==> src/rtl/adm_pkg.sv <==
// Package adm_pkg
// Shared helpers and types for the block admission and warp partitioner.
// Assumes: callers pass positive sizes to the width helper.
package adm_pkg;

    // State of the warp splitter: waiting for a block or issuing its warps.
    typedef enum logic {
        SPLIT_IDLE = 1'b0,
        SPLIT_RUN  = 1'b1
    } split_state_t;

    // Bits needed to index n items (at least one bit).
    function automatic int unsigned idx_bits(input int unsigned n);
        return (n > 1) ? $clog2(n) : 1;
    endfunction

endpackage

==> src/rtl/adm_capacity.sv <==
// Module adm_capacity
// Holds the resident block and thread counters and judges whether a request fits.
// Assumes: admit is only raised when fits is high; release_en only for a resident block.
module adm_capacity #(
    parameter int unsigned MAX_BLOCKS  = 8,
    parameter int unsigned MAX_THREADS = 1536,
    parameter int unsigned REQ_W       = 11,
    parameter int unsigned RES_W       = 11,
    parameter int unsigned CNT_W       = 4
) (
    input  logic             clk,
    input  logic             rst_n,
    input  logic [REQ_W-1:0] req_threads,
    input  logic             admit,
    input  logic             release_en,
    input  logic [REQ_W-1:0] release_threads,
    output logic             fits,
    output logic [CNT_W-1:0] blk_cnt,
    output logic [RES_W-1:0] thr_cnt
);

    // Both limits are checked together against the current counts.
    always_comb begin
        fits = (int'(blk_cnt) < int'(MAX_BLOCKS)) &&
               ((int'(thr_cnt) + int'(req_threads)) <= int'(MAX_THREADS));
    end

    // Counters take admission and release in one combined update.
    always_ff @(posedge clk) begin
        if (!rst_n) begin
            blk_cnt <= '0;
            thr_cnt <= '0;
        end else begin
            blk_cnt <= blk_cnt + CNT_W'(admit) - CNT_W'(release_en);
            thr_cnt <= thr_cnt
                     + (admit      ? RES_W'(req_threads)     : '0)
                     - (release_en ? RES_W'(release_threads) : '0);
        end
    end

endmodule

==> src/rtl/adm_slot_table.sv <==
// Module adm_slot_table
// Tracks which residency slots hold a block and the size of each block.
// Assumes: alloc_en only when a free slot exists; a retire of a free slot is ignored.
module adm_slot_table #(
    parameter int unsigned NSLOTS = 8,
    parameter int unsigned SLOT_W = 3,
    parameter int unsigned REQ_W  = 11
) (
    input  logic              clk,
    input  logic              rst_n,
    input  logic              alloc_en,
    input  logic [REQ_W-1:0]  alloc_threads,
    input  logic              retire_valid,
    input  logic [SLOT_W-1:0] retire_slot,
    output logic [SLOT_W-1:0] free_slot,
    output logic              any_free,
    output logic              retire_hit,
    output logic [REQ_W-1:0]  retire_threads,
    output logic [NSLOTS-1:0] slot_busy
);

    logic [REQ_W-1:0] slot_thr [NSLOTS];

    // Pick the lowest-numbered free slot.
    always_comb begin
        free_slot = '0;
        any_free  = 1'b0;
        for (int i = int'(NSLOTS) - 1; i >= 0; i--) begin
            if (!slot_busy[i]) begin
                free_slot = SLOT_W'(i);
                any_free  = 1'b1;
            end
        end
    end

    // A retire counts only for an in-range slot that holds a block.
    always_comb begin
        retire_hit     = 1'b0;
        retire_threads = '0;
        if (int'(retire_slot) < int'(NSLOTS)) begin
            retire_hit     = retire_valid && slot_busy[retire_slot];
            retire_threads = slot_thr[retire_slot];
        end
    end

    for (genvar g = 0; g < NSLOTS; g++) begin : g_slot
        // Per-slot occupancy and block size.
        always_ff @(posedge clk) begin
            if (!rst_n) begin
                slot_busy[g] <= 1'b0;
                slot_thr[g]  <= '0;
            end else if (alloc_en && free_slot == SLOT_W'(g)) begin
                slot_busy[g] <= 1'b1;
                slot_thr[g]  <= alloc_threads;
            end else if (retire_hit && retire_slot == SLOT_W'(g)) begin
                slot_busy[g] <= 1'b0;
            end
        end
    end

endmodule

==> src/rtl/adm_warp_split.sv <==
// Module adm_warp_split
// Issues one warp descriptor per cycle for a loaded block, from warp 0 upward.
// Assumes: load is only raised while not busy; WARP_LANES is a power of two.
module adm_warp_split
    import adm_pkg::*;
#(
    parameter int unsigned WARP_LANES = 32,
    parameter int unsigned REQ_W      = 11,
    parameter int unsigned SLOT_W     = 3,
    parameter int unsigned WID_W      = 5,
    parameter int unsigned TID_W      = 10
) (
    input  logic                  clk,
    input  logic                  rst_n,
    input  logic                  load,
    input  logic [SLOT_W-1:0]     load_slot,
    input  logic [REQ_W-1:0]      load_threads,
    output logic                  busy,
    output logic [SLOT_W-1:0]     w_slot,
    output logic [WID_W-1:0]      w_id,
    output logic [TID_W-1:0]      w_first,
    output logic [TID_W-1:0]      w_last,
    output logic [WARP_LANES-1:0] w_mask
);

    localparam int unsigned LANE_W = idx_bits(WARP_LANES);

    split_state_t      st;
    logic [SLOT_W-1:0] slot_q;
    logic [REQ_W-1:0]  thr_q;
    logic [WID_W-1:0]  wid_q;
    logic [WID_W-1:0]  wlast_q;
    logic [REQ_W-1:0]  first_n;
    logic [REQ_W-1:0]  rem_n;
    logic              full_w;

    // Walk the warps of the loaded block, one per cycle.
    always_ff @(posedge clk) begin
        if (!rst_n) begin
            st      <= SPLIT_IDLE;
            slot_q  <= '0;
            thr_q   <= '0;
            wid_q   <= '0;
            wlast_q <= '0;
        end else begin
            case (st)
                SPLIT_IDLE: begin
                    if (load) begin
                        st      <= SPLIT_RUN;
                        slot_q  <= load_slot;
                        thr_q   <= load_threads;
                        wid_q   <= '0;
                        wlast_q <= WID_W'((load_threads - 1'b1) >> LANE_W);
                    end
                end
                default: begin
                    if (wid_q == wlast_q) begin
                        st <= SPLIT_IDLE;
                    end else begin
                        wid_q <= wid_q + 1'b1;
                    end
                end
            endcase
        end
    end

    // Thread range and lane mask of the current warp.
    always_comb begin
        first_n = REQ_W'(wid_q) << LANE_W;
        rem_n   = thr_q - first_n;
        full_w  = rem_n >= REQ_W'(WARP_LANES);
        w_first = TID_W'(first_n);
        w_last  = full_w ? TID_W'(first_n + REQ_W'(WARP_LANES - 1))
                         : TID_W'(thr_q - 1'b1);
        w_mask  = full_w ? '1 : ~({WARP_LANES{1'b1}} << rem_n[LANE_W-1:0]);
    end

    assign busy   = (st == SPLIT_RUN);
    assign w_slot = slot_q;
    assign w_id   = wid_q;

endmodule

==> src/rtl/block_admit_warp_split.sv <==
// Module block_admit_warp_split
// Admits thread blocks under block-count and thread-count limits, assigns a
// residency slot, and splits each admitted block into warps issued one per cycle.
// Assumes: req_threads is between 1 and MAX_BLOCK_THREADS while req_valid is high.
module block_admit_warp_split
    import adm_pkg::*;
#(
    parameter int unsigned MAX_BLOCKS        = 8,
    parameter int unsigned MAX_THREADS       = 1536,
    parameter int unsigned MAX_BLOCK_THREADS = 1024,
    parameter int unsigned WARP_LANES        = 32,
    localparam int unsigned SLOT_W = idx_bits(MAX_BLOCKS),
    localparam int unsigned REQ_W  = $clog2(MAX_BLOCK_THREADS + 1),
    localparam int unsigned RES_W  = $clog2(MAX_THREADS + 1),
    localparam int unsigned CNT_W  = $clog2(MAX_BLOCKS + 1),
    localparam int unsigned WARPS  = (MAX_BLOCK_THREADS + WARP_LANES - 1) / WARP_LANES,
    localparam int unsigned WID_W  = idx_bits(WARPS),
    localparam int unsigned TID_W  = idx_bits(MAX_BLOCK_THREADS)
) (
    input  logic                  clk,
    input  logic                  rst_n,
    input  logic                  req_valid,
    input  logic [REQ_W-1:0]      req_threads,
    output logic                  req_ready,
    input  logic                  retire_valid,
    input  logic [SLOT_W-1:0]     retire_slot,
    output logic                  warp_valid,
    output logic [SLOT_W-1:0]     warp_slot,
    output logic [WID_W-1:0]      warp_id,
    output logic [TID_W-1:0]      warp_first_tid,
    output logic [TID_W-1:0]      warp_last_tid,
    output logic [WARP_LANES-1:0] warp_lane_mask,
    output logic [CNT_W-1:0]      resident_blocks,
    output logic [RES_W-1:0]      resident_threads
);

    logic                  fits;
    logic                  any_free;
    logic                  accept;
    logic                  split_busy;
    logic                  retire_hit;
    logic [REQ_W-1:0]      retire_threads;
    logic [SLOT_W-1:0]     free_slot;
    logic [MAX_BLOCKS-1:0] slot_busy;

    // Ready needs room in both limits, a free slot and an idle splitter.
    assign req_ready = fits && any_free && !split_busy;
    assign accept    = req_valid && req_ready;

    adm_capacity #(
        .MAX_BLOCKS (MAX_BLOCKS),
        .MAX_THREADS(MAX_THREADS),
        .REQ_W      (REQ_W),
        .RES_W      (RES_W),
        .CNT_W      (CNT_W)
    ) u_cap (
        .clk            (clk),
        .rst_n          (rst_n),
        .req_threads    (req_threads),
        .admit          (accept),
        .release_en     (retire_hit),
        .release_threads(retire_threads),
        .fits           (fits),
        .blk_cnt        (resident_blocks),
        .thr_cnt        (resident_threads)
    );

    adm_slot_table #(
        .NSLOTS(MAX_BLOCKS),
        .SLOT_W(SLOT_W),
        .REQ_W (REQ_W)
    ) u_slots (
        .clk           (clk),
        .rst_n         (rst_n),
        .alloc_en      (accept),
        .alloc_threads (req_threads),
        .retire_valid  (retire_valid),
        .retire_slot   (retire_slot),
        .free_slot     (free_slot),
        .any_free      (any_free),
        .retire_hit    (retire_hit),
        .retire_threads(retire_threads),
        .slot_busy     (slot_busy)
    );

    adm_warp_split #(
        .WARP_LANES(WARP_LANES),
        .REQ_W     (REQ_W),
        .SLOT_W    (SLOT_W),
        .WID_W     (WID_W),
        .TID_W     (TID_W)
    ) u_split (
        .clk         (clk),
        .rst_n       (rst_n),
        .load        (accept),
        .load_slot   (free_slot),
        .load_threads(req_threads),
        .busy        (split_busy),
        .w_slot      (warp_slot),
        .w_id        (warp_id),
        .w_first     (warp_first_tid),
        .w_last      (warp_last_tid),
        .w_mask      (warp_lane_mask)
    );

    assign warp_valid = split_busy;

endmodule

==> config.mk <==
export PLATFORM = sky130hd
export DESIGN_NAME = block_admit_warp_split
export DESIGN_NICKNAME = d
export VERILOG_FILES = /design/src/rtl/adm_pkg.sv /design/src/rtl/adm_capacity.sv /design/src/rtl/adm_slot_table.sv /design/src/rtl/adm_warp_split.sv /design/src/rtl/block_admit_warp_split.sv
export SDC_FILE = /design/constraint.sdc
export NUM_CORES = 1
export LEC_CHECK = 0
export BUFFER_PORTS_ARGS = -buffer_cell sky130_fd_sc_hd__buf_2
export CAP_MARGIN = 5
export CORE_MARGIN = 2
export CORE_UTILIZATION = 30
export DETAILED_ROUTE_END_ITERATION = 7
export PLACE_DENSITY = 0.49
export SLEW_MARGIN = 10
export SYNTH_ARGS = -nofsm -noshare
export SYNTH_HDL_FRONTEND = slang
export SYNTH_SLANG_ARGS = --single-unit
==> constraint.sdc <==
create_clock -name clk -period 12.4 [get_ports clk]
set_input_delay 0.62 -clock clk [delete_from_list [all_inputs] [get_ports clk]]
set_output_delay 0.62 -clock clk [all_outputs]
set_load 0.01 [all_outputs]
==> summary.md, run 1 <==
The run finished with clean final reports. The number of remaining DRC errors is 0, and the part of the Yosys area used for sequential elements is 0.434. The mux contribution to synthesized area was 0.0837. The critical setup path kind is input pin to flip-flop. Clock buffer count from CTS: 17.

Sequential group share of total power: 0.250. The logs give 0.543 for the proportion of power drawn by combinational gates and 0 for the number of synthesis warnings. After legalization and detailed placement, the total HPWL measured 16200 um. The tool flagged a number of max-cap violations equal to 0. For the pin with the worst max-slew slack, the measured transition is 1080 ps.

In the final routed layout, each cell accounts on average for 19.4 um. The share of the cycle needed by the critical path after routing is 0.473. Xor/xnor share of the synthesized area: 0.0401. For this run, the slowest stage of the critical path takes 900 ps.

The run gives 33 as the maximum number of pins on one net before global-route repair. The dominant combinational cell family by area after synthesis is simple AND/OR/NAND/NOR gates. For this run, the leading register cell type out of synthesis is sky130_fd_sc_hd__edfxtp_1. After layout, the minimum clock period comes to 5870 ps.

The number of hold violations in the final report was 0. The run gives 784 as the synthesized instance count. The number of antenna violations at the first check in global routing is 0.

The tools report the final RePlAce weighted congestion as 0.789. Once the clock tree was built, the resizer swapped 0 gates to a different size. The count of buffers added on input and output ports is 89. For the worst-skew pair, the clock arrives at the later sink with an insertion delay of 420 ps. In this run the register-to-register setup slack is 6560 ps.

The design draws 2.50 mW. The standby leakage power is 3.93 nW, and the mean area per synthesized cell is 10.6 um^2. The logs give 0.307 for the initial standard-cell utilization of the core and 0.207 for the clock group share of total power.

In this run, synthesis inferred 88 flip-flops with an integrated enable. Across all layers, the routed design uses 6071 vias. The clock arrives with 10.2 ps of skew. In this run the power spent charging and discharging nets is 1.09 mW. The signal on the critical path passes through buf_2 > ha_1 > fa_1 > a21oi_1 > o221ai_1 > or3_1 > a31oi_1 > a311o_1 > nand3_1 > fa_1 > inv_1 > ha_1 > a21o_1 > a21oi_1 > o21ai_0 > a2111oi_0 > o31ai_1 > xnor2_1 > nor2_1.

The logs give 0.166 for the total global routing track utilization and 8300 um^2 for the post-synthesis instance area. From synthesis to final layout, the design area changed by 16.4%. The fraction of the mapped netlist area in adder cells is 0.0857. Cell internal power was estimated by the tool at 1.40 mW.

For the H-tree depth, the log shows 4. The first global-routing pass estimated 35800 um of wire. The share of async-settable or async-resettable flops after synthesis was 0. After routing, the total negative slack on setup checks comes to 0 ps. Total iterations of the first detailed-routing run: 5.

Setup repair after global routing left no endpoint under its margin. At the placement stage, the worst setup path has a slack of 6170 ps. The count of nets left with antenna violations once routing finished came out at 0. Buffers added to address setup during post-CTS repair amount to 0.

The logs give 23500 um for the total wire length and 0 for the number of pins with negative max-slew slack in the final report. Of all nets on the critical path, the largest fanout is 22. Pin placement for this block handled 95 I/O pins.

From left edge to right edge, the die measures 170 um. After clock tree synthesis, the flow added hold-fix buffers numbering 0. The cell sitting at the root of the clock tree is a sky130_fd_sc_hd__clkbuf_16. Data on the critical path is required at its endpoint by 12670 ps. Clock-pin slew was measured on the worst setup and hold paths at 60 ps. The first routing iteration left 499 violations. The category of the worst setup path capture point is a flip-flop. The die span in y came out at 170 um.

Once placement finished, the instance area stood at 9050 um^2. For this design, the sink count on the clock tree is 136. The switching portion of total power is 0.438.

Dividing the detail-routed via count by the number of cells gives 5.02. The critical path startpoint category was an input pin. The finished cells cover 9660 um^2.

The worst register-to-register path ends at u_cap.thr_cnt[9]$_SDFF_PN0_. The core region is 27000 um^2. Final critical-path setup slack: 6530 ps. The share of cells above drive strength 1 is 0.214.

The tools report the remaining max-slew budget at the tightest pin as 0.279. The hold-critical path endpoint is u_split.w_slot[2]$_SDFFE_PN0P_. The number of core rows came out at 60. TritonCTS built the clock tree. The highest attainable clock frequency was 170 MHz. The final layout contains 922 nets.

The worst-case IR drop observed on VDD is 0.143 mV. The worst hold path begins at u_split.w_slot[2]$_SDFFE_PN0P_. The post-synthesis compound-gate area fraction is 0.112, and the final count of negative-setup-slack endpoints is 0.

The tools report the number of global-route vias before repair as 5770. Startpoint of the most critical register-to-register path: u_cap.thr_cnt[0]$_SDFF_PN0_. STA puts the critical path data arrival time at 6140 ps.

The number of register bits inferred by synthesis was 136; the path depth of the worst reg2reg path was 18. The worst hold path depth is 2, and the floorplan die area is 29000 um^2. The clock passes through at most 2 buffers. Area fraction in and, or, nand and nor cells after synthesis: 0.178.

The min-delay analysis places its worst path in the category flip-flop to flip-flop. The run gives 64 as the post-synthesis cell type count. The power per cell area was 258 nW/um^2; the remaining global-route overflow was 0. Among all stages on the critical path, the largest delay is contributed by sky130_fd_sc_hd__a311o_1.
[worst max path at each step]
stage / start / to / slack, ps
after floorplan: req_threads[0] / u_cap.thr_cnt[9]$_SDFF_PN0_ / 7510
after global placement: req_threads[0] / u_cap.thr_cnt[9]$_SDFF_PN0_ / 6340
after detailed placement: req_threads[0] / u_cap.thr_cnt[9]$_SDFF_PN0_ / 6170
after CTS: req_threads[0] / u_cap.thr_cnt[9]$_SDFF_PN0_ / 6610
after global routing: req_threads[0] / u_cap.thr_cnt[9]$_SDFF_PN0_ / 6060
final: req_threads[0] / u_cap.thr_cnt[9]$_SDFF_PN0_ / 6530
[cell usage in the layout (no fill, tap or decap), drive strengths merged, types with 8 or more instances in the layout]
cell type / instances
buf: 102
edfxtp: 88
and2: 84
inv: 66
dfxtp: 48
nand2: 47
o21ai: 43
a21oi: 38
nor2: 36
ha: 36
clkbuf: 25
mux4: 24
xnor2: 23
nand3: 22
nor3: 20
xor2: 15
nand2b: 15
fa: 13
mux2i: 12
nor4: 11
o31ai: 11
o211ai: 9
and3: 9
a21o: 8
[power groups by stage]
stage,logic [mW],registers (mW),clock network [mW]
floorplan,0.929,0.612,0
global placement,1.35,0.633,0
detailed placement,1.35,0.633,0
CTS,1.36,0.624,0.525
global route,1.51,0.632,0.544
finish,1.36,0.624,0.517
[sequential cells by signal (all words and copies together), names as in the netlist]
signal / cells
u_split.w_id: 5
u_split.w_slot: 3
u_slots.slot_busy: 8
u_cap.thr_cnt: 11
u_split.wlast_q: 5
u_split.busy: 1
u_slots.slot_thr: 88
u_cap.blk_cnt: 4
u_split.thr_q: 11
[cell type report]
class                      count  area (um^2)
clock inverter                 7         81.3
antenna                        1         2.50
clock buffer                  25          529
multi-input combinational    533         4230
inverter                      65          244
tap                          341          427
fill                        2755        17400
sequential                   136         3600
timing repair buffer         102          543
[metrics by stage]
step / hold slack, ps / instances / utilization
global placement: 449 / 1177 / 0.335
finish: 477 / 1210 / 0.357
detailed placement: 469 / 1177 / 0.335
CTS: 477 / 1209 / 0.357
floorplan: 440 / 788 / -
global route: 495 / 1209 / 0.357
[critical path: cells and delay by family]
| family | cells | cell delay, ps |
|---|---|---|
| compound gates | 9 | 2860 |
| fa+ha+maj | 4 | 1580 |
| simple gates | 3 | 660 |
| buf+inv | 2 | 230 |
| xor+xnor | 1 | 170 |
[metal layers]
layer / track usage / routed length (um) / up-vias
met5: 0 / 0 / -
met4: 0.0442 / 231 / 0
met2: 0.250 / 10500 / 167
met1: 0.249 / 11800 / 2964
li1: - / - / 2922
met3: 0.0242 / 938 / 18
[cell families after synthesis]
| logic type | Yosys count |
|---|---|
| multiplexers | 39 |
| other | 1 |
| AO/OA/AOI/OAI | 144 |
| flip-flops | 136 |
| buffers and inverters | 119 |
| AND/OR/NAND/NOR | 258 |
| adder cells (fa/ha/maj) | 49 |
| XOR/XNOR | 38 |
[synthesized netlist by cell type, types with 9 or more instances]
master	instances	area share
sky130_fd_sc_hd__and2_1	83	0.063
sky130_fd_sc_hd__o211ai_1	9	0.0081
sky130_fd_sc_hd__a21oi_1	38	0.023
sky130_fd_sc_hd__mux2i_1	12	0.014
sky130_fd_sc_hd__mux4_2	24	0.065
sky130_fd_sc_hd__nand2_1	46	0.021
sky130_fd_sc_hd__edfxtp_1	88	0.32
sky130_fd_sc_hd__clkbuf_1	20	0.0090
sky130_fd_sc_hd__nor3_1	19	0.011
sky130_fd_sc_hd__dfxtp_1	48	0.12
sky130_fd_sc_hd__o21ai_0	28	0.017
sky130_fd_sc_hd__ha_1	36	0.054
sky130_fd_sc_hd__xnor2_1	23	0.024
sky130_fd_sc_hd__o31ai_1	11	0.010
sky130_fd_sc_hd__nand3_1	22	0.013
sky130_fd_sc_hd__inv_1	63	0.029
sky130_fd_sc_hd__nor2_1	36	0.016
sky130_fd_sc_hd__nand2b_1	15	0.011
sky130_fd_sc_hd__xor2_1	15	0.016
sky130_fd_sc_hd__buf_4	20	0.018
sky130_fd_sc_hd__fa_1	13	0.031
sky130_fd_sc_hd__o21ai_1	15	0.0090
No activity file was read; power rests on OpenSTA's default activity.
==> run 2: changes to the inputs <==
==> constraint.sdc (replaced) <==
create_clock -name clk -period 5.55 [get_ports clk]
set_input_delay 0.2775 -clock clk [delete_from_list [all_inputs] [get_ports clk]]
set_output_delay 0.2775 -clock clk [all_outputs]
set_load 0.01 [all_outputs]
==> summary.md, run 2 (synthesis gave the netlist of run 1 again) <==
TritonCTS built the clock tree. The tools report the number of hold violations in the final report as 0. The worst setup path is captured at a flip-flop.

The total overflow left after global routing is 0. The clock period minus worst slack works out to 5030 ps. The detailed router placed 6238 vias in this run.

Across the run, the number of max-cap violations was 0. Setup violations remaining at the end of the flow were counted as 0. Wire segments on met2 add up to 11500 um in the final route. For this run, the detailed router's first-pass iteration total came to 5. Relative to the synthesized area, the layout overhead comes to 17.3%.

In this run the worst hold path is classified as input pin to flip-flop. Data on the critical path arrives at its endpoint at 5370 ps. After routing, the total negative slack on setup checks comes to 0 ps. The wire length on met1 came out at 11600 um. For the required time reported for the critical path endpoint, the log shows 5880 ps. The largest registers in the layout are u_slots.slot_thr: 88 flops, u_cap.thr_cnt: 11 flops, u_split.thr_q: 11 flops.

The power per cell area was 580 nW/um^2; the clock buffer count from CTS was 17. Summing all non-filler instances in the final layout gives an area of 9730 um^2. The die span in y came out at 170 um. The logs give 2.47 mW for the net switching power and 0 for the number of nets with antenna violations after routing. The worst setup path is launched from a flip-flop. In the layout the commonest cells are 89 x sky130_fd_sc_hd__buf_2, 88 x sky130_fd_sc_hd__edfxtp_1, 83 x sky130_fd_sc_hd__and2_1.

The floorplan step defined a core boundary enclosing 27000 um^2. The run gives 0.265 as the remaining max-slew budget at the tightest pin. Share of cells above drive strength 1: 0.222. OpenSTA, run right after detailed placement, puts the worst setup slack at 528 ps. Summing internal, switching and leakage power gives 5.65 mW. For the post-placement cell area, the log shows 9120 um^2. On the final layout, the worst clock skew is 6.73 ps.

The library cell used most frequently in the layout, excluding fill and tap cells, is sky130_fd_sc_hd__buf_2. In this run, the number of DRC markers left after iteration 0 of detailed routing was 486. Summed over all nets, wire length on met3 after detailed routing comes to 1210 um. The logs give 0.211 for the clock group share of total power and 332 ps for the worst hold slack across all endpoints.

The number of pins with negative max-slew slack in the final report is 0. Source-to-sink clock delay at the later pin of the worst-skew pair: 420 ps. The worst-case vdd ir drop was 0.232 mV; the count of buffers added by post-CTS timing repair for setup was 0.

Setup repair after global routing left no endpoint under its margin. The total global routing track utilization was 0.175. The layout has 2706 filler cells.

The initial standard-cell utilization of the core is 0.307, and the standby leakage power is 3.98 nW. At the pin with the least slew margin, the transition time is 1100 ps. The number of remaining DRC errors came out at 0.

The number of nets in the final layout was 933; the total wire length was 24700 um. The switching portion of total power is 0.437, and the footprint of the flip-flops and latches is 3600 um^2. The die covers 29000 um^2.

The critical setup path kind was flip-flop to flip-flop. For the global-route wire length before repair, the log shows 37500 um. The clock passes through at most 2 buffers. The number of core rows is 60. The finished layout holds 1221 standard cells, fillers aside. The number of top-level design ports is 95, and the largest fanout on the critical path is 21.

The number of antenna violations at the first check in global routing came out at 0. The tools report the H-tree depth as 4. The cell total after placement was 1188; the chip width was 170 um. The run gives 0.543 as the proportion of power drawn by combinational gates. The cell sitting at the root of the clock tree is a sky130_fd_sc_hd__clkbuf_16. The register with the most flip-flops in the layout has 88 of them.

The final core utilization is 0.360, and the number of port buffers is 89. The run finished with clean final reports. The HPWL after detailed placement came out at 17600 um. Using the TritonRoute via totals, the vias-per-cell ratio works out to 5.11.

Routability-driven placement finished with a final weighted congestion of 0.818. Dividing the detail-routed wire length by the instance count gives 20.2 um. Routed signal wires occupy layers up through met4. The run gives 0.246 as the sequential group share of total power.

After clock tree synthesis, the clock-pin slew on the worst setup and hold paths is 60 ps. The maximum number of pins on one net before global-route repair was 33; the internal power was 3.18 mW. Based on the critical path, the design can be clocked at up to 199 MHz. The clock net in this run drives a total of 136 sinks.

The final critical-path setup slack is 516 ps, and the number of global-route vias before repair is 6059. Counting flops per register, the top entry is u_slots.slot_thr. The multi-input gate area in the final layout is 4220 um^2. The share of the cycle needed by the critical path after routing came out at 0.907.
run 2: cell count changes in the layout (fill, tap and decap cells not counted), sizes merged:
| cell | before | now |
|---|---|---|
| clkinvlp | 1 | 2 |
| buf | 102 | 113 |
| clkbuf | 25 | 23 |
| bufinv | 1 | 3 |
| clkinv | 4 | 3 |
run 2: worst paths after layout:
path / slack [ps] / depth (start not counted) / from / endpoint
setup / recovery: 520 / 19 / u_cap.thr_cnt[0]$_SDFF_PN0_ / u_cap.thr_cnt[10]$_SDFF_PN0_
hold / removal: 330 / 4 / retire_slot[0] / u_slots.slot_busy[7]$_SDFFE_PN0P_
setup reg to reg: 520 / 19 / u_cap.thr_cnt[0]$_SDFF_PN0_ / u_cap.thr_cnt[10]$_SDFF_PN0_
hold reg to reg: 460 / 2 / u_split.w_slot[2]$_SDFFE_PN0P_ / u_split.w_slot[2]$_SDFFE_PN0P_
run 2: cell type report:
cell class,count,area share
clock inverter,9,0.0147
antenna,1,0.000257
clock buffer,23,0.0481
timing repair buffer,113,0.0643
inverter,65,0.0251
multi-input combinational,533,0.434
sequential,136,0.370
tap,341,0.0438
run 2: power by group through the flow:
| stage | logic [mW] | clock network [mW] | registers [mW] |
|---|---|---|---|
| after global placement | 3.06 | 0 | 1.41 |
| after global routing | 3.43 | 1.24 | 1.41 |
| after CTS | 3.07 | 1.20 | 1.39 |
| final | 3.07 | 1.19 | 1.39 |
| after floorplan | 2.08 | 0 | 1.37 |
| after detailed placement | 3.05 | 0 | 1.41 |
run 2: repair_timing:
item                                    4_1_cts  5_1_grt
endpoints found under the setup margin        0        2
hold buffers                                  0        0
gates resized for setup                       0        1
run 2: per-layer routing:
metal / vias to the layer above / global-route usage
li1: 2951 / -
met1: 3071 / 0.248
met2: 196 / 0.281
met3: 20 / 0.0267
met4: 0 / 0.0468
met5: - / 0
run 2: critical path: stages, from the launching register on:
cell and delay [ps]:
sky130_fd_sc_hd__dfxtp_1 330, sky130_fd_sc_hd__ha_1 210, sky130_fd_sc_hd__fa_1 430, sky130_fd_sc_hd__a21oi_1 200, sky130_fd_sc_hd__o221ai_1 210, sky130_fd_sc_hd__or3_1 350
sky130_fd_sc_hd__a31oi_1 280, sky130_fd_sc_hd__a311o_1 250, sky130_fd_sc_hd__buf_4 270, sky130_fd_sc_hd__nand3_1 160, sky130_fd_sc_hd__inv_1 90, sky130_fd_sc_hd__fa_1 410
sky130_fd_sc_hd__ha_1 320, sky130_fd_sc_hd__nor2b_1 170, sky130_fd_sc_hd__o21ai_0 150, sky130_fd_sc_hd__a21oi_1 310, sky130_fd_sc_hd__o2111ai_1 210, sky130_fd_sc_hd__and3_1 190
sky130_fd_sc_hd__a211o_1 260, sky130_fd_sc_hd__a21oi_1 130
==> run 3: changes to the inputs <==
--- a/config.mk
+++ b/config.mk
@@ -5,6 +5,7 @@
 export SDC_FILE = /design/constraint.sdc
 export NUM_CORES = 1
 export LEC_CHECK = 0
+export ABC_AREA = 1
 export BUFFER_PORTS_ARGS = -buffer_cell sky130_fd_sc_hd__buf_2
 export CAP_MARGIN = 5
 export CORE_MARGIN = 2
==> summary.md, run 3 <==
The flow ran to the end, and the final reports show no timing, DRC or antenna violations. After detailed routing, the average wire length per cell comes to 17.0 um. Across the run, the number of max-cap violations was 0. The critical path contains buffers and inverters numbering 3 combined. For this run, the number of Yosys warnings is 0. Among all cell types in the netlist, the one instantiated most often is sky130_fd_sc_hd__nand2_1. In this run the register-to-register setup slack is 1080 ps.

After clock tree synthesis, the repair step resized 0 gates. From synthesis to final layout, the design area changed by 16.0%. The tools report the post-placement setup slack as 1020 ps. The critical path goes through ha_1 > fa_1 > or2_2 > a21oi_1 > nand3_1 > nor2_1 > nand4_1 > nand2_1 > nand3_4 > inv_1 > nand2_1 > fa_1 > inv_1 > ha_1 > inv_1 > o21ai_0 > nand3_1 > nand2_1 > a21oi_1 > or2_2 > nand2_1 > a21oi_1 > o21ai_0 > a21oi_1. STA puts the critical path data arrival time at 4780 ps. The transition time at the pin with the least slew margin was 1010 ps. The critical path is of the flip-flop to flip-flop type. Number of pins with negative max-slew slack in the final report: 0. The number of core rows came out at 59.

In the synthesized netlist, the cells that appear most often are 176 x sky130_fd_sc_hd__nand2_1, 145 x sky130_fd_sc_hd__nor2_1, 117 x sky130_fd_sc_hd__inv_1, 88 x sky130_fd_sc_hd__edfxtp_1, 65 x sky130_fd_sc_hd__o21ai_0. The first routing iteration left 365 violations. At the later pin of the worst-skew pair, clock insertion delay measures 430 ps.

The power per cell area is 589 nW/um^2. The HPWL after detailed placement is 17100 um. After synthesis, the cell types taking the most area are sky130_fd_sc_hd__edfxtp_1 33%, sky130_fd_sc_hd__dfxtp_1 12%, sky130_fd_sc_hd__nand2_1 8.3%.

The clock root buffer master is sky130_fd_sc_hd__clkbuf_16. The number of flops mapped to enable cells by yosys came out at 88. The worst setup path is launched from a flip-flop. STA puts the critical path data required time at 5860 ps. The count of nets left with antenna violations once routing finished came out at 0. The tools report the floorplan die area as 27800 um^2. Largest fanout on the critical path: 7. Entering global routing, the biggest net connects 38 pins. Chip width: 167 um.

The share of async-settable or async-resettable flops after synthesis works out to 0. The most used flip-flop cell after synthesis is sky130_fd_sc_hd__edfxtp_1. In this run the number of H-tree levels came out at 4.

The logs give 5.43 mW for the total power and 0.863 for the final RePlAce weighted congestion. In the routed design, unresolved DRC markers number 0. After routing, the total negative slack on setup checks comes to 0 ps. In the final layout, the registers with the most flip-flops are u_slots.slot_thr: 88 flops, u_cap.thr_cnt: 11 flops, u_split.thr_q: 11 flops. Leaving out fill and tap cells, the most frequent cell in the layout is sky130_fd_sc_hd__nand2_1. The clock net in this run drives a total of 136 sinks.

Based on the critical path, the design can be clocked at up to 224 MHz. The hold buffer count at CTS came out at 0. The number of nets in the final layout is 1112.

After clock tree synthesis, the clock-pin slew on the worst setup and hold paths is 60 ps. The total vias in the final route came out at 6823. The largest individual stage delay along the critical path comes from the cell sky130_fd_sc_hd__fa_1. The first global-routing pass estimated 37500 um of wire. After synthesis, the mean cell area works out to 8.20 um^2.

The tools report the total global routing track utilization as 0.173. The clock period minus worst slack came out at 4470 ps. The synthesized netlist contains 43 unique library cells. The number of antenna violations at the first check in global routing is 0. Setup repair after global routing left no endpoint under its margin. The die span in y was 167 um. Counting flops and latches in the post-synthesis netlist gives 136.

The number of global-route vias before repair is 6599, and the count of buffers added by post-CTS timing repair for setup is 0. The worst setup skew after layout is 10.0 ps. The register with the most flip-flops in the final layout is u_slots.slot_thr. TritonCTS built the clock tree.

The run gives 0.453 as the part of the Yosys area used for sequential elements. The core region is 26100 um^2. The top cell type's share of synthesized area was 0.332. The diode insertion count for antenna repair was 0; the count of non-filler cells in the finished layout was 1393. The largest total area in the synthesized netlist belongs to sky130_fd_sc_hd__edfxtp_1.

In this run the worst hold path is classified as input pin to flip-flop. Largest stage delay on the critical path: 490 ps. The cell count after synthesis came out at 970. The remaining max-slew budget at the tightest pin is 0.319, and the final count of negative-setup-slack endpoints is 0.

In this run the deepest clock path goes through 2 buffers. The number of flip-flops under the largest register name works out to 88. In this run, CTS created clock tree buffers numbering 17. In the layout the commonest cells are 176 x sky130_fd_sc_hd__nand2_1, 145 x sky130_fd_sc_hd__nor2_1, 117 x sky130_fd_sc_hd__inv_1. For this run, the detailed router's first-pass iteration total came to 5. Setup slack on the critical path of the routed design comes to 1080 ps. The run gives 0.650 mV as the worst-case vdd ir drop.

Standby leakage power: 4.08 nW. The share of cells above drive strength 1 is 0.145. Grouping stages by cell kind, the critical path spends the most delay in simple AND/OR/NAND/NOR gates. The number of port buffers is 89, and the remaining global-route overflow is 0.

The number of hold violations in the final report was 0; the via density per instance was 4.90. STA classifies the critical path endpoint as a flip-flop. For this design the top-level I/O count stands at 95. After detailed routing, the total wire length is 23700 um. Including well taps, the total number of placed cells is 1361. The post-synthesis instance area was 7960 um^2. The initial standard-cell utilization of the core was 0.305; the share of the cycle needed by the critical path after routing was 0.806.
run 3: final cells by class:
class / count / area (um^2)
sequential: 136 / 3600
multi-input combinational: 668 / 3650
fill: 2768 / 16800
inverter: 125 / 469
timing repair buffer: 97 / 505
tap: 335 / 419
clock buffer: 18 / 429
clock inverter: 14 / 149
run 3: path summary, 6_finish.rpt:
check,start,to,cells past startpoint
worst max-delay path,u_cap.thr_cnt[0]$_SDFF_PN0_,u_cap.thr_cnt[8]$_SDFF_PN0_,24
worst min-delay path,req_threads[3],u_split.thr_q[3]$_SDFFE_PN0P_,3
worst max register to register,u_cap.thr_cnt[0]$_SDFF_PN0_,u_cap.thr_cnt[8]$_SDFF_PN0_,24
worst min register to register,u_split.thr_q[10]$_SDFFE_PN0P_,u_split.thr_q[10]$_SDFFE_PN0P_,2
run 3: report_power, final:
part	internal [mW]	switching, mW
logic	1.08	1.83
clock network	0.664	0.468
registers	1.24	0.141
run 3: logic make-up (layout without fill, tap and decap cells):
kind of cell / after synthesis / count (layout) / share of synthesized area
compound gates: 184 / 184 / 0.131
xor+xnor: 15 / 15 / 0.0165
other cells: 1 / 5 / 0.000471
flops: 136 / 136 / 0.453
fa+ha+maj: 49 / 49 / 0.0893
simple gates: 415 / 415 / 0.220
buf+inv: 170 / 254 / 0.0901
run 3: per-stage QoR:
| step | cell area, um^2 | hold WS [ps] | utilization |
|---|---|---|---|
| after CTS | 9230 | 174 | 0.354 |
| after global placement | 8650 | 468 | 0.332 |
| after global routing | 9230 | 199 | 0.354 |
| after floorplan | 7970 | 439 | - |
| after detailed placement | 8650 | 469 | 0.332 |
| final | 9230 | 193 | 0.354 |
run 3: layer usage:
| metal | track usage | up-vias | part of all wire |
|---|---|---|---|
| met4 | 0.0439 | 0 | 0.014 |
| met2 | 0.274 | 181 | 0.45 |
| met1 | 0.243 | 3240 | 0.49 |
| met3 | 0.0340 | 18 | 0.051 |
| li1 | - | 3384 | - |
| met5 | 0 | - | 0 |
run 3: tightest hold or removal path: stages:
cell and delay, ps:
sky130_fd_sc_hd__buf_2 130, sky130_fd_sc_hd__nand2_1 100, sky130_fd_sc_hd__a21oi_1 60
